**config.mk**
```make
export PLATFORM = sky130hd
export DESIGN_NAME = wdclk_health_mon
export DESIGN_NICKNAME = d
export VERILOG_FILES = /design/src/rtl/wdclk_mon_pkg.sv /design/src/rtl/wdclk_edge_sync.sv /design/src/rtl/wdclk_probe.sv /design/src/rtl/wdclk_classify.sv /design/src/rtl/wdclk_verdict.sv /design/src/rtl/wdclk_health_mon.sv
export SDC_FILE = /design/constraint.sdc
export NUM_CORES = 1
export LEC_CHECK = 0
export BUFFER_PORTS_ARGS = -buffer_cell sky130_fd_sc_hd__buf_2
export CAP_MARGIN = 15
export CORE_ASPECT_RATIO = 0.5
export CORE_UTILIZATION = 45
export CTS_CLUSTER_DIAMETER = 40
export DETAILED_ROUTE_END_ITERATION = 12
export GPL_TIMING_DRIVEN = 0
export MAX_ROUTING_LAYER = met4
export PLACE_DENSITY = 0.62
export SETUP_SLACK_MARGIN = 0.3
export SLEW_MARGIN = 25
export SYNTH_ARGS = -nofsm -noshare
export SYNTH_HDL_FRONTEND = slang
export SYNTH_SLANG_ARGS = --single-unit
```
**constraint.sdc**
```tcl
create_clock -name clk_ref_i -period 11.8 [get_ports clk_ref_i]
set_input_delay 0 -clock clk_ref_i [delete_from_list [all_inputs] [get_ports clk_ref_i]]
set_output_delay 0 -clock clk_ref_i [all_outputs]
set_load 0.02 [all_outputs]
```
**src/rtl/wdclk_mon_pkg.sv**
```systemverilog
package wdclk_mon_pkg;
  typedef enum logic [2:0] {
    CLS_OK    = 3'd0,
    CLS_STUCK = 3'd1,
    CLS_STOP  = 3'd2,
    CLS_SLOW  = 3'd3,
    CLS_FAST  = 3'd4
  } clk_class_e;
endpackage

```
**src/rtl/wdclk_edge_sync.sv**
```systemverilog
module wdclk_edge_sync #(
  parameter int STAGES = 2
) (
  input  logic clk_i,
  input  logic rst_n_i,
  input  logic async_i,
  output logic rise_o,
  output logic fall_o
);
  // STAGES flops of synchronizer plus one history flop for edge detection
  logic [STAGES:0] sh_q;

  always_ff @(posedge clk_i or negedge rst_n_i) begin
    if (!rst_n_i) sh_q <= '0;
    else          sh_q <= {sh_q[STAGES-1:0], async_i};
  end

  assign rise_o = sh_q[STAGES-1] & ~sh_q[STAGES];
  assign fall_o = ~sh_q[STAGES-1] & sh_q[STAGES];
endmodule

```
**src/rtl/wdclk_probe.sv**
```systemverilog
module wdclk_probe #(
  parameter int WIN_W   = 16,
  parameter int CNT_W   = 16,
  parameter int MIN_LEN = 4
) (
  input  logic             clk_i,
  input  logic             rst_n_i,
  input  logic             rise_i,
  input  logic             fall_i,
  input  logic [WIN_W-1:0] len_i,
  output logic             done_o,
  output logic [CNT_W-1:0] cnt_o,
  output logic             fell_o
);
  localparam logic [WIN_W-1:0] LEN_FLOOR = WIN_W'(MIN_LEN);

  logic [WIN_W-1:0] wcnt_q;
  logic [WIN_W-1:0] eff_len;
  logic [CNT_W-1:0] rises_q, rises_sum;
  logic             fell_q;

  assign eff_len   = (len_i < LEN_FLOOR) ? LEN_FLOOR : len_i;
  assign done_o    = (wcnt_q >= eff_len - 1'b1);
  assign rises_sum = (rises_q == '1) ? rises_q : rises_q + CNT_W'(rise_i);
  assign cnt_o     = rises_sum;
  assign fell_o    = fell_q | fall_i;

  always_ff @(posedge clk_i or negedge rst_n_i) begin
    if (!rst_n_i) begin
      wcnt_q  <= '0;
      rises_q <= '0;
      fell_q  <= 1'b0;
    end else if (done_o) begin
      wcnt_q  <= '0;
      rises_q <= '0;
      fell_q  <= 1'b0;
    end else begin
      wcnt_q  <= wcnt_q + 1'b1;
      rises_q <= rises_sum;
      fell_q  <= fell_o;
    end
  end
endmodule

```
**src/rtl/wdclk_classify.sv**
```systemverilog
module wdclk_classify
  import wdclk_mon_pkg::*;
#(
  parameter int CNT_W = 16,
  parameter int TOL_W = 8
) (
  input  logic [CNT_W-1:0] cnt_i,
  input  logic             fell_i,
  input  logic [CNT_W-1:0] nom_i,
  input  logic [TOL_W-1:0] tol_i,
  output clk_class_e       cls_o
);
  localparam int PROD_W = CNT_W + TOL_W;

  logic [PROD_W-1:0] prod;
  logic [CNT_W-1:0]  dev;
  logic [CNT_W:0]    lo_lim, hi_lim, cnt_x;

  assign prod   = PROD_W'(nom_i) * PROD_W'(tol_i);
  assign dev    = prod[PROD_W-1:TOL_W];
  assign lo_lim = {1'b0, nom_i} - {1'b0, dev};
  assign hi_lim = {1'b0, nom_i} + {1'b0, dev};
  assign cnt_x  = {1'b0, cnt_i};

  always_comb begin
    if (cnt_i == '0)          cls_o = fell_i ? CLS_STOP : CLS_STUCK;
    else if (cnt_x < lo_lim)  cls_o = CLS_SLOW;
    else if (cnt_x > hi_lim)  cls_o = CLS_FAST;
    else                      cls_o = CLS_OK;
  end
endmodule

```
**src/rtl/wdclk_verdict.sv**
```systemverilog
module wdclk_verdict
  import wdclk_mon_pkg::*;
#(
  parameter int M_W    = 4,
  parameter int M_MIN  = 3,
  parameter int FCNT_W = 8
) (
  input  logic              clk_i,
  input  logic              rst_n_i,
  input  logic              done_i,
  input  clk_class_e        cls_i,
  input  logic [M_W-1:0]    m_req_i,
  input  logic              clr_en_i,
  output logic              fail_o,
  output logic              evt_o,
  output clk_class_e        cls_o,
  output logic [FCNT_W-1:0] fcnt_o
);
  localparam logic [M_W-1:0] M_FLOOR = M_W'(M_MIN);

  logic [M_W-1:0] m_eff, run_q, run_inc;
  logic           bad, declare;

  assign m_eff   = (m_req_i < M_FLOOR) ? M_FLOOR : m_req_i;
  assign bad     = (cls_i != CLS_OK);
  assign run_inc = (run_q == '1) ? run_q : run_q + 1'b1;
  assign declare = done_i && bad && !fail_o && (run_inc >= m_eff);

  always_ff @(posedge clk_i or negedge rst_n_i) begin
    if (!rst_n_i) begin
      run_q  <= '0;
      fail_o <= 1'b0;
      cls_o  <= CLS_OK;
    end else if (done_i) begin
      cls_o <= cls_i;
      if (bad) begin
        run_q <= run_inc;
        if (declare) fail_o <= 1'b1;
      end else begin
        run_q  <= '0;
        fail_o <= 1'b0;
      end
    end
  end

  always_ff @(posedge clk_i or negedge rst_n_i) begin
    if (!rst_n_i) begin
      evt_o  <= 1'b0;
      fcnt_o <= '0;
    end else begin
      evt_o <= declare;
      if (clr_en_i)                       fcnt_o <= '0;
      else if (declare && fcnt_o != '1)   fcnt_o <= fcnt_o + 1'b1;
    end
  end
endmodule

```
**src/rtl/wdclk_health_mon.sv**
```systemverilog
module wdclk_health_mon
  import wdclk_mon_pkg::*;
#(
  parameter int WIN_W     = 16,
  parameter int CNT_W     = 16,
  parameter int TOL_W     = 8,
  parameter int M_W       = 4,
  parameter int M_MIN     = 3,
  parameter int FCNT_W    = 8,
  parameter int SYNC_STG  = 2,
  parameter int MIN_LEN   = 4
) (
  input  logic              clk_ref_i,
  input  logic              rst_ref_n_i,
  input  logic              mon_clk_i,
  input  logic [WIN_W-1:0]  cfg_probe_len_i,
  input  logic [CNT_W-1:0]  cfg_nominal_i,
  input  logic [TOL_W-1:0]  cfg_tol_i,
  input  logic [M_W-1:0]    cfg_consec_i,
  input  logic              prod_lock_i,
  input  logic              cnt_clr_i,
  output logic              clk_fail_o,
  output logic              clkfail_evt_o,
  output logic [2:0]        clk_class_o,
  output logic [FCNT_W-1:0] fail_cnt_o
);
  logic [WIN_W-1:0] len_q;
  logic [CNT_W-1:0] nom_q;
  logic [TOL_W-1:0] tol_q;
  logic [M_W-1:0]   m_q;
  logic             lock_q;

  // Configuration shadow: follows the inputs until the lock is set
  always_ff @(posedge clk_ref_i or negedge rst_ref_n_i) begin
    if (!rst_ref_n_i) begin
      len_q  <= WIN_W'(MIN_LEN);
      nom_q  <= '0;
      tol_q  <= '0;
      m_q    <= M_W'(M_MIN);
      lock_q <= 1'b0;
    end else begin
      if (!lock_q) begin
        len_q <= cfg_probe_len_i;
        nom_q <= cfg_nominal_i;
        tol_q <= cfg_tol_i;
        m_q   <= cfg_consec_i;
      end
      lock_q <= lock_q | prod_lock_i;
    end
  end

  logic             rise, fall, done, fell;
  logic [CNT_W-1:0] cnt;
  clk_class_e       cls_now, cls_last;

  wdclk_edge_sync #(.STAGES(SYNC_STG)) u_sync (
    .clk_i(clk_ref_i), .rst_n_i(rst_ref_n_i), .async_i(mon_clk_i),
    .rise_o(rise), .fall_o(fall)
  );

  wdclk_probe #(.WIN_W(WIN_W), .CNT_W(CNT_W), .MIN_LEN(MIN_LEN)) u_probe (
    .clk_i(clk_ref_i), .rst_n_i(rst_ref_n_i), .rise_i(rise), .fall_i(fall),
    .len_i(len_q), .done_o(done), .cnt_o(cnt), .fell_o(fell)
  );

  wdclk_classify #(.CNT_W(CNT_W), .TOL_W(TOL_W)) u_class (
    .cnt_i(cnt), .fell_i(fell), .nom_i(nom_q), .tol_i(tol_q), .cls_o(cls_now)
  );

  wdclk_verdict #(.M_W(M_W), .M_MIN(M_MIN), .FCNT_W(FCNT_W)) u_verdict (
    .clk_i(clk_ref_i), .rst_n_i(rst_ref_n_i), .done_i(done), .cls_i(cls_now),
    .m_req_i(m_q), .clr_en_i(cnt_clr_i & ~lock_q),
    .fail_o(clk_fail_o), .evt_o(clkfail_evt_o), .cls_o(cls_last),
    .fcnt_o(fail_cnt_o)
  );

  assign clk_class_o = cls_last;
endmodule

```
==> flow_metrics.py, run 1 <==
metrics = {
    "status": {
        "outcome": "complete, no violations",
    },
    "critical_path": {
        "cp_top_family": "adder cells",
        "critical_path_buf_inv_count": 5,
        "max_stage_delay_ps": 600,
        "cp.arrival_ps": 10040,
        "path_max_fanout": 10,
        "crit_type": "register to register",
        "endpoint_kind": "register",
        "critPathRequiredTime_ps": 12080,
        "rrSetupSlack_ps": 2030,
        "startpoint_type": "register",
        "cpMaxStageDelayCell": "nor3b_2",
    },
    "global_routing": {
        "grt_pass1_wl_um": 44200,
        "grt_max_degree": 53,
        "grt.overflow.total": 0,
        "antenna_found_initial": 0,
        "grtUsageTotal_pct": 23.0,
        "grt_pass1_vias": 8803,
    },
    "clocking": {
        "clk_latency_ps": 380,
        "cts_resized": 0,
        "holdBufCountCts": 47,
        "cts_root_buf": "clkbuf_16",
        "clk_pin_slew_ps": 70,
        "cts_sinks": 98,
        "cts_buffer_depth": 2,
        "cts_setup_buffers": 0,
        "cts_tree": "done",
        "cts_buffers": 9,
        "htree_levels": 3,
    },
    "final_layout": {
        "seqCellArea_um2": 2460,
        "syn2layout_area_growth_pct": 13.6,
        "multiInputGateArea_um2": 7820,
        "antenna_cells": 0,
        "fin_nets": 1561,
        "layout-drive-gt1-share_pct": 11.2,
        "num-fill-cells": 2167,
    },
    "sta": {
        "setup_viol": 0,
        "worst_clock_skew_ps": 11.6,
        "tightest_slew_ps": 902,
        "rsz0062_at_grt": "false",
        "fin_crit_ps": 9770,
        "hold_viol": 0,
        "postLayoutSetupSlackWorst_ps": 2030,
        "setup_tns_ps": 0,
        "finalCritPeriodShare_pct": 82.8,
        "fmax_ghz": 0.102,
        "drv_slew": 0,
        "max_slew_margin_pct": 39.9,
    },
    "placement": {
        "dpl_worst_slack_ps": 2140,
        "hpwl_um": 19900,
        "port_buffers": 61,
        "gp_congestion": 0.901,
    },
    "worst_hold_path": {
        "hp-class": "input pin to register",
    },
    "floorplanning": {
        "num_rows": 39,
        "die_y_um": 112,
        "dieArea_um2": 24900,
        "die_w_um": 222,
        "fp.coreArea_um2": 23300,
        "start_util_pct": 46.8,
        "io_pins": 62,
    },
    "drt": {
        "first_iter_violations": 514,
        "final_antenna_net_count": 0,
        "drc": 0,
        "wirelength_um": 25700,
        "wl_per_cell_um": 16.0,
        "routed_via_density": 5.28,
        "vias": 8472,
        "drt_first_pass_iters": 4,
    },
    "synth": {
        "synth-edff-count": 0,
        "yosysSeqAreaShare_pct": 22.5,
        "synth_fp_nets": 1441,
        "yosysUniqueCellTypes": 64,
        "postSynth.asyncResetShare_pct": 100,
        "ys.flop_type": "dfrtp_1",
        "synthCells": 1172,
        "avgSynthCellArea_um2": 9.32,
        "netlist_area_um2": 10900,
        "synth_warnings": 0,
        "ys_ff_latch": 98,
    },
    "run": {
        "drv_cap": 0,
    },
}
==> layout by cell type, fill, tap and decap left out, drive strengths merged, types with 14 or more instances in the layout <==
master       instances
a21o                18
a21oi               55
and2               110
and3                17
buf                 66
clkbuf              34
dfrtp               95
dlygate4sd3         47
fa                  85
ha                 135
inv                146
mux2                48
nand2               66
nand2b              14
nand3               25
nor2                91
nor3                20
o21ai               22
xnor2               56
xor2                27
==> layer usage <==
layer	wire length (um)	GRT usage, %	up-vias	part of all wire [%]
li1	-	-	4128	-
met1	12500	30.7	4151	49
met2	11600	36.2	157	45
met3	1120	4.37	36	4.4
met4	410	5.19	0	1.6
met5	0	-	-	0
==> state kept, by name, summed over array words and instances (netlist names) <==
name              cells
u_verdict.evt_o       1
u_sync.sh_q           3
lock_q                1
u_verdict.run_q       4
nom_q                16
u_probe.wcnt_q       16
u_probe.fell_q        1
tol_q                 8
u_verdict.fcnt_o      8
u_probe.rises_q      16
m_q                   4
len_q                16
u_verdict.cls_o       3
u_verdict.fail_o      1
==> final timing paths <==
path | start | to | cells past startpoint
worst min-delay path | cnt_clr_i | u_verdict.fcnt_o[7] | 3
min in group asynchronous | rst_ref_n_i | u_probe.rises_q[4] | 2
worst max-delay path | tol_q[7] | u_verdict.fcnt_o[6] | 37
worst min register to register | u_sync.sh_q[0] | u_sync.sh_q[1] | 0
max in group asynchronous | rst_ref_n_i | m_q[0] | 3
worst max register to register | tol_q[7] | u_verdict.fcnt_o[6] | 37
==> area by class of cell <==
| cell class | instances | share of cell area, % |
|---|---|---|
| clock inverters | 4 | 0.272 |
| clock buffers | 12 | 2.07 |
| flip-flops and latches | 98 | 19.8 |
| repair buffers | 109 | 6.53 |
| well taps | 307 | 3.10 |
| inverters | 144 | 4.36 |
| multi-input cells | 904 | 63.0 |
| plain buffers | 26 | 0.858 |
==> synth_stat cells (all sizes together) (8+ instances only) <==
library cell / n / share of area, %
a21oi: 55 / 2.5
and3: 17 / 0.99
dfrtp: 95 / 22
nor2: 91 / 3.1
o21a: 9 / 0.62
mux2: 48 / 5.0
and2: 110 / 6.3
xnor2: 56 / 4.5
nor3: 20 / 0.92
ha: 135 / 15
o21bai: 10 / 0.69
nand2b: 14 / 0.80
nand4: 11 / 0.74
xor2: 27 / 2.2
nand3: 25 / 1.1
or3: 8 / 0.46
inv: 144 / 5.0
o21ai: 22 / 1.0
nor2b: 11 / 0.63
nand2: 66 / 2.3
fa: 85 / 16
clkbuf: 22 / 0.77
a21o: 18 / 1.2
==> through the flow <==
| step | utilization (%) | hold slack [ps] | instances | area, um^2 |
|---|---|---|---|---|
| global placement | 49.8 | 108 | 1540 | 11600 |
| finish | 53.2 | 68.7 | 1604 | 12400 |
| floorplan | - | -296 | 1172 | 10900 |
| CTS | 53.2 | 46.1 | 1604 | 12400 |
| detailed placement | 49.9 | -21.2 | 1541 | 11600 |
| global route | 53.2 | 71.6 | 1604 | 12400 |
==> worst reg2reg max path: cells and delay by family, from the launching register on <==
family,cells,cell delay (ps)
and+or+nand+nor,7,1740
AOI/OAI and AO/OA,17,3080
xor gates and xnor gates,1,150
adders and majority gates,7,3230
DFF,1,570
buffers and inverters,5,960
==> logic make-up (layout without fill, tap and decap cells) <==
| group | after synthesis | after routing | synth area share [%] |
|---|---|---|---|
| AOI/OAI and AO/OA | 157 | 157 | 9.56 |
| xor gates and xnor gates | 83 | 83 | 6.66 |
| adders and majority gates | 220 | 220 | 31.1 |
| buffers and inverters | 170 | 295 | 5.92 |
| DFF | 98 | 98 | 22.5 |
| muxes | 51 | 51 | 5.23 |
| and+or+nand+nor | 393 | 393 | 19.1 |
Power of run 1 is not shown: default switching activity piles up to over one toggle a cycle in this logic, so the estimate is an artifact.
==> run 2: changes to the inputs <==
--- a/config.mk
+++ b/config.mk
@@ -5,6 +5,7 @@
 export SDC_FILE = /design/constraint.sdc
 export NUM_CORES = 1
 export LEC_CHECK = 0
+export ABC_AREA = 1
 export BUFFER_PORTS_ARGS = -buffer_cell sky130_fd_sc_hd__buf_2
 export CAP_MARGIN = 15
 export CORE_ASPECT_RATIO = 0.5
==> constraint.sdc (replaced) <==
create_clock -name clk_ref_i -period 10.1 [get_ports clk_ref_i]
set_input_delay 0 -clock clk_ref_i [delete_from_list [all_inputs] [get_ports clk_ref_i]]
set_output_delay 0 -clock clk_ref_i [all_outputs]
set_load 0.02 [all_outputs]
==> flow_metrics.py, run 2 <==
metrics = {
    "status": {
        "outcome": "complete, no violations",
    },
    "clocking": {
        "cts_root_buf": "clkbuf_16",
        "htree_levels": 3,
        "clk_pin_slew_ps": 80,
        "clk_latency_ps": 380,
        "cts_buffers": 9,
        "cts_tree": "done",
        "cts_sinks": 98,
        "cts_buffer_depth": 2,
    },
    "drt": {
        "vias": 10200,
        "final_antenna_net_count": 0,
        "first_iter_violations": 491,
        "wl_per_cell_um": 14.5,
        "routed_via_density": 4.90,
        "drt_first_pass_iters": 5,
        "drc": 0,
        "wirelength_um": 30200,
    },
    "critical_path": {
        "critPathRequiredTime_ps": 10360,
        "endpoint_kind": "register",
        "cpMaxStageDelayCell": "fa_1",
        "startpoint_type": "register",
        "crit_type": "register to register",
        "max_stage_delay_ps": 550,
        "path_common_cell": "nand2_1",
        "rr_endpoint": "u_verdict.fcnt_o[1]",
        "rrSetupSlack_ps": 1410,
        "rr_startpoint": "tol_q[3]",
        "cp.arrival_ps": 8960,
        "r2r_cells": 42,
        "path_max_fanout": 10,
    },
    "worst_hold_path": {
        "hp-class": "input pin to async pin",
    },
    "synth": {
        "synthXorXnorAreaFrac_pct": 5.24,
        "synth_top_family_by_area": "adder cells",
        "synth_common_cells": "nand2_1 (438), inv_1 (321), ha_1 (135)",
        "synth.area.top_cells": "dfrtp_1 (20%), fa_1 (15%), ha_1 (14%)",
        "netlist_area_um2": 11700,
        "yosysSeqAreaShare_pct": 21.0,
        "postSynth.asyncResetShare_pct": 100,
        "avgSynthCellArea_um2": 7.26,
        "synth-edff-count": 0,
        "ys.flop_type": "dfrtp_1",
        "synth_fp_nets": 1879,
        "synth_warnings": 0,
        "yosysUniqueCellTypes": 49,
        "synthCells": 1610,
        "yosysTopAreaCell": "dfrtp_1",
        "yosys.area_share.adder_pct": 29.0,
        "yosys.area_share.simple_pct": 23.5,
        "synth_mux_area_share_pct": 0,
        "ys_ff_latch": 98,
        "yosysMostFrequentCell": "nand2_1",
        "netlist.area_leader.share_pct": 20.3,
        "synth_compound_area_share_pct": 8.93,
    },
    "global_routing": {
        "grt_pass1_wl_um": 49400,
        "antenna_found_initial": 0,
        "grtUsageTotal_pct": 24.3,
        "use_met1_pct": 30.7,
        "grt_pass1_vias": 10100,
        "gr-max-usage-layer": "met2",
        "grt.overflow.total": 0,
        "grt.met3_usage_pct": 4.31,
        "grt_max_degree": 62,
        "grt_use_met2_pct": 40.4,
    },
    "sta": {
        "fmax_ghz": 0.115,
        "setup_tns_ps": 0,
        "finalCritPeriodShare_pct": 86.1,
        "rsz0062_at_grt": "false",
        "max_slew_margin_pct": 39.8,
        "worst_clock_skew_ps": 12.5,
        "setup_viol": 0,
        "hold_viol": 0,
        "drv_slew": 0,
        "tightest_slew_ps": 903,
        "fin_crit_ps": 8690,
    },
    "placement": {
        "gp_congestion": 0.901,
        "port_buffers": 61,
        "dp_cells": 2016,
        "hpwl_um": 23900,
    },
    "floorplanning": {
        "fp.coreArea_um2": 25300,
        "die_y_um": 116,
        "die_w_um": 230,
        "num_rows": 41,
        "io_pins": 62,
        "start_util_pct": 46.1,
        "dieArea_um2": 26700,
    },
    "final_layout": {
        "fin_nets": 1999,
        "final_cell_mix": "nand2_1 (438), inv_1 (321), ha_1 (135), a21oi_1 (95), dfrtp_1 (95)",
        "final_common_cell": "nand2_1",
        "antenna_cells": 0,
        "syn2layout_area_growth_pct": 13.1,
        "fin_cells": 2079,
        "layout-drive-gt1-share_pct": 7.09,
    },
    "run": {
        "drv_cap": 0,
    },
}
## run 2: cell types whose count changed after synthesis, moves of 27 or more
| cell | delta |
|---|---|
| nand2_1 | +372 |
| inv_1 | +177 |
| and2_1 | -109 |
| mux2_2 | -48 |
| xnor2_1 | -46 |
| a21oi_1 | +40 |
| xor2_1 | +33 |
| clkbuf_1 | +28 |
| nand3_1 | +27 |
| o21ai_0 | +27 |
## run 2: per-stage QoR
step	utilization [%]	setup WS, ps	hold slack [ps]	cell area, um^2
2_1_floorplan	-	2950	-296	11700
3_3_place_gp	49.0	1570	109	12400
3_5_place_dp	49.2	1440	33.0	12500
4_1_cts	52.2	1420	150	13200
5_1_grt	52.2	726	193	13200
6_report	52.2	1410	169	13200
## run 2: worst max-delay path by stage
stage                        start                   to  slack (ps)  cells after the start
after floorplan           tol_q[7]  u_verdict.fcnt_o[0]        2950                     43
after global placement    tol_q[3]  u_verdict.fcnt_o[1]        1570                     42
after detailed placement  tol_q[3]  u_verdict.fcnt_o[1]        1440                     42
after CTS                 tol_q[3]  u_verdict.fcnt_o[1]        1420                     42
after global routing      tol_q[3]  u_verdict.fcnt_o[5]         730                     42
final                     tol_q[3]  u_verdict.fcnt_o[1]        1410                     42
## run 2: timing repair
| action | CTS | global route |
|---|---|---|
| setup buffers | 0 | 0 |
| resized for setup | 0 | 0 |
| endpoints found under the hold margin | 106 | 0 |
| setup endpoints to repair | 0 | 0 |
| hold buffers | 47 | 0 |
## run 2: final cells by class
type	count	area, um^2
plain buffers	56	220
clock buffers	9	225
clock inverters	7	71.3
fillers	2495	12100
inverters	324	1220
multi-input cells	1132	7800
flip-flops and latches	98	2460
well taps	344	430
repair buffers	109	810
## run 2: worst max-delay path, delay by kind of cell (launching register included)
| kind | cells | cell delay, ps |
|---|---|---|
| AOI/OAI and AO/OA | 6 | 1000 |
| xor gates and xnor gates | 2 | 340 |
| adders and majority gates | 7 | 3070 |
| buffers and inverters | 6 | 1410 |
| DFF | 1 | 330 |
| and+or+nand+nor | 21 | 2420 |
## run 2: layer usage
metal / routed length [um] / vias up
li1: - / 5185
met1: 14400 / 4784
met2: 14000 / 188
met3: 1190 / 40
met4: 550 / 0
met5: 0 / -
## run 2: cell families after synthesis
family                   after synthesis
flip-flops                            98
buffers and inverters                380
AND/OR/NAND/NOR                      655
adder cells (fa/ha/maj)              220
XOR/XNOR                              70
AO/OA/AOI/OAI                        187
Power of run 2 is left out for the same reason.
==> run 3: changes to the inputs <==
--- a/config.mk
+++ b/config.mk
@@ -12,7 +12,6 @@
 export CORE_UTILIZATION = 45
 export CTS_CLUSTER_DIAMETER = 40
 export DETAILED_ROUTE_END_ITERATION = 12
-export GPL_TIMING_DRIVEN = 0
 export MAX_ROUTING_LAYER = met4
 export PLACE_DENSITY = 0.62
 export SETUP_SLACK_MARGIN = 0.3
==> flow_metrics.py, run 3 (synthesized netlist as in run 2, its figures left out) <==
metrics = {
    "clocking": {
        "cts_tree": "done",
        "cts_buffers": 9,
        "cts_sinks": 98,
        "clk_pin_slew_ps": 80,
        "cts_setup_buffers": 0,
        "cts_root_buf": "clkbuf_16",
        "clk_latency_ps": 380,
        "cts_buffer_depth": 2,
        "htree_levels": 3,
    },
    "floorplanning": {
        "die_y_um": 116,
        "fp.coreArea_um2": 25300,
        "num_rows": 41,
        "io_pins": 62,
        "start_util_pct": 46.1,
        "dieArea_um2": 26700,
        "die_w_um": 230,
    },
    "sta": {
        "max_slew_margin_pct": 42.3,
        "finalCritPeriodShare_pct": 78.3,
        "setup_viol": 0,
        "worst_clock_skew_ps": 10.5,
        "drv_slew": 0,
        "rsz0062_at_grt": "false",
        "fin_crit_ps": 7910,
        "hold_viol": 0,
        "setup_tns_ps": 0,
        "tightest_slew_ps": 865,
        "fmax_ghz": 0.126,
    },
    "drt": {
        "drc": 0,
        "first_iter_violations": 674,
        "wirelength_um": 28800,
        "drt_first_pass_iters": 6,
        "routed_via_density": 4.96,
        "final_antenna_net_count": 0,
        "vias": 10000,
        "wl_per_cell_um": 14.2,
    },
    "critical_path": {
        "max_stage_delay_ps": 800,
        "crit_type": "register to register",
        "path_common_cell": "nand2_1",
        "startpoint_type": "register",
        "cpMaxStageDelayCell": "dfrtp_1",
        "critPathRequiredTime_ps": 10410,
        "cp.arrival_ps": 8230,
        "path_max_fanout": 17,
        "endpoint_kind": "register",
    },
    "final_layout": {
        "syn2layout_area_growth_pct": 11.5,
        "final_common_cell": "nand2_1",
        "antenna_cells": 0,
        "layout-drive-gt1-share_pct": 7.19,
        "num-fill-cells": 2490,
        "fin_nets": 1946,
        "final_cell_mix": "nand2_1 (438), inv_1 (320), ha_1 (135), a21oi_1 (95), dfrtp_1 (95)",
        "seqCellArea_um2": 2460,
        "multiInputGateArea_um2": 7800,
    },
    "global_routing": {
        "antenna_found_initial": 0,
        "grt_pass1_vias": 10000,
        "grt_max_degree": 59,
        "grt.overflow.total": 0,
        "grt_pass1_wl_um": 48800,
        "grtUsageTotal_pct": 23.8,
    },
    "placement": {
        "hpwl_um": 22200,
        "port_buffers": 61,
        "gp_congestion": 0.891,
    },
    "run": {
        "drv_cap": 0,
    },
    "status": {
        "outcome": "complete, no violations",
    },
    "worst_hold_path": {
        "hp-class": "input pin to register",
    },
}
==> run 3: cell types whose count changed in the layout (fill, tap and decap cells not counted), sizes merged <==
cell,previous run,this run
buf,69,65
inv,327,326
clkinvlp,1,0
bufinv,0,1
clkbuf,58,10
==> run 3: timing repair <==
item	4_1_cts	5_1_grt
hold buffers	47	0
resized for setup	0	0
endpoints found under the hold margin	94	0
==> run 3: worst max-delay path: cells and delay by family, from the launching register on <==
family	cells	cell delay, ps
adders and majority gates	7	2960
and+or+nand+nor	20	2090
AOI/OAI and AO/OA	8	1540
DFF	1	800
xor gates and xnor gates	1	230
buffers and inverters	4	220
==> run 3: path summary, 6_finish.rpt <==
path / from / endpoint / slack [ps] / depth (start not counted)
setup / recovery: tol_q[4] / u_verdict.fcnt_o[5] / 2190 / 40
hold / removal: cnt_clr_i / u_verdict.fcnt_o[6] / 170 / 4
setup reg to reg: tol_q[4] / u_verdict.fcnt_o[5] / 2190 / 40
hold reg to reg: u_sync.sh_q[0] / u_sync.sh_q[1] / 360 / 0
max in group asynchronous: rst_ref_n_i / nom_q[1] / 8740 / 3
min in group asynchronous: rst_ref_n_i / len_q[3] / 210 / 2
==> run 3: through the flow <==
stage | setup WS, ps | util [%] | cells | area (um^2) | hold slack, ps
5_1_grt | 1460 | 51.4 | 2026 | 13000 | 216
2_1_floorplan | 2950 | - | 1610 | 11700 | -296
4_1_cts | 2170 | 51.4 | 2026 | 13000 | 149
3_3_place_gp | 2290 | 48.3 | 1963 | 12200 | 101
3_5_place_dp | 2180 | 48.3 | 1963 | 12200 | 106
6_report | 2190 | 51.4 | 2026 | 13000 | 172
==> run 3: final cells by class <==
| cell class | instances | share of cell area, % |
|---|---|---|
| timing repair buffer | 112 | 6.20 |
| multi-input combinational | 1132 | 59.8 |
| clock buffer | 10 | 1.83 |
| tap | 344 | 3.30 |
| clock inverter | 6 | 0.634 |
| inverter | 324 | 9.34 |
| sequential | 98 | 18.8 |
==> run 3: metal layers <==
layer,track usage [%],wire length [um],vias to the layer above
li1,-,-,5073
met1,30.6,14000,4735
met2,38.8,13300,202
met3,3.91,1090,30
met4,6.75,486,0
met5,-,0,-
Power of run 3 is left out for the same reason.
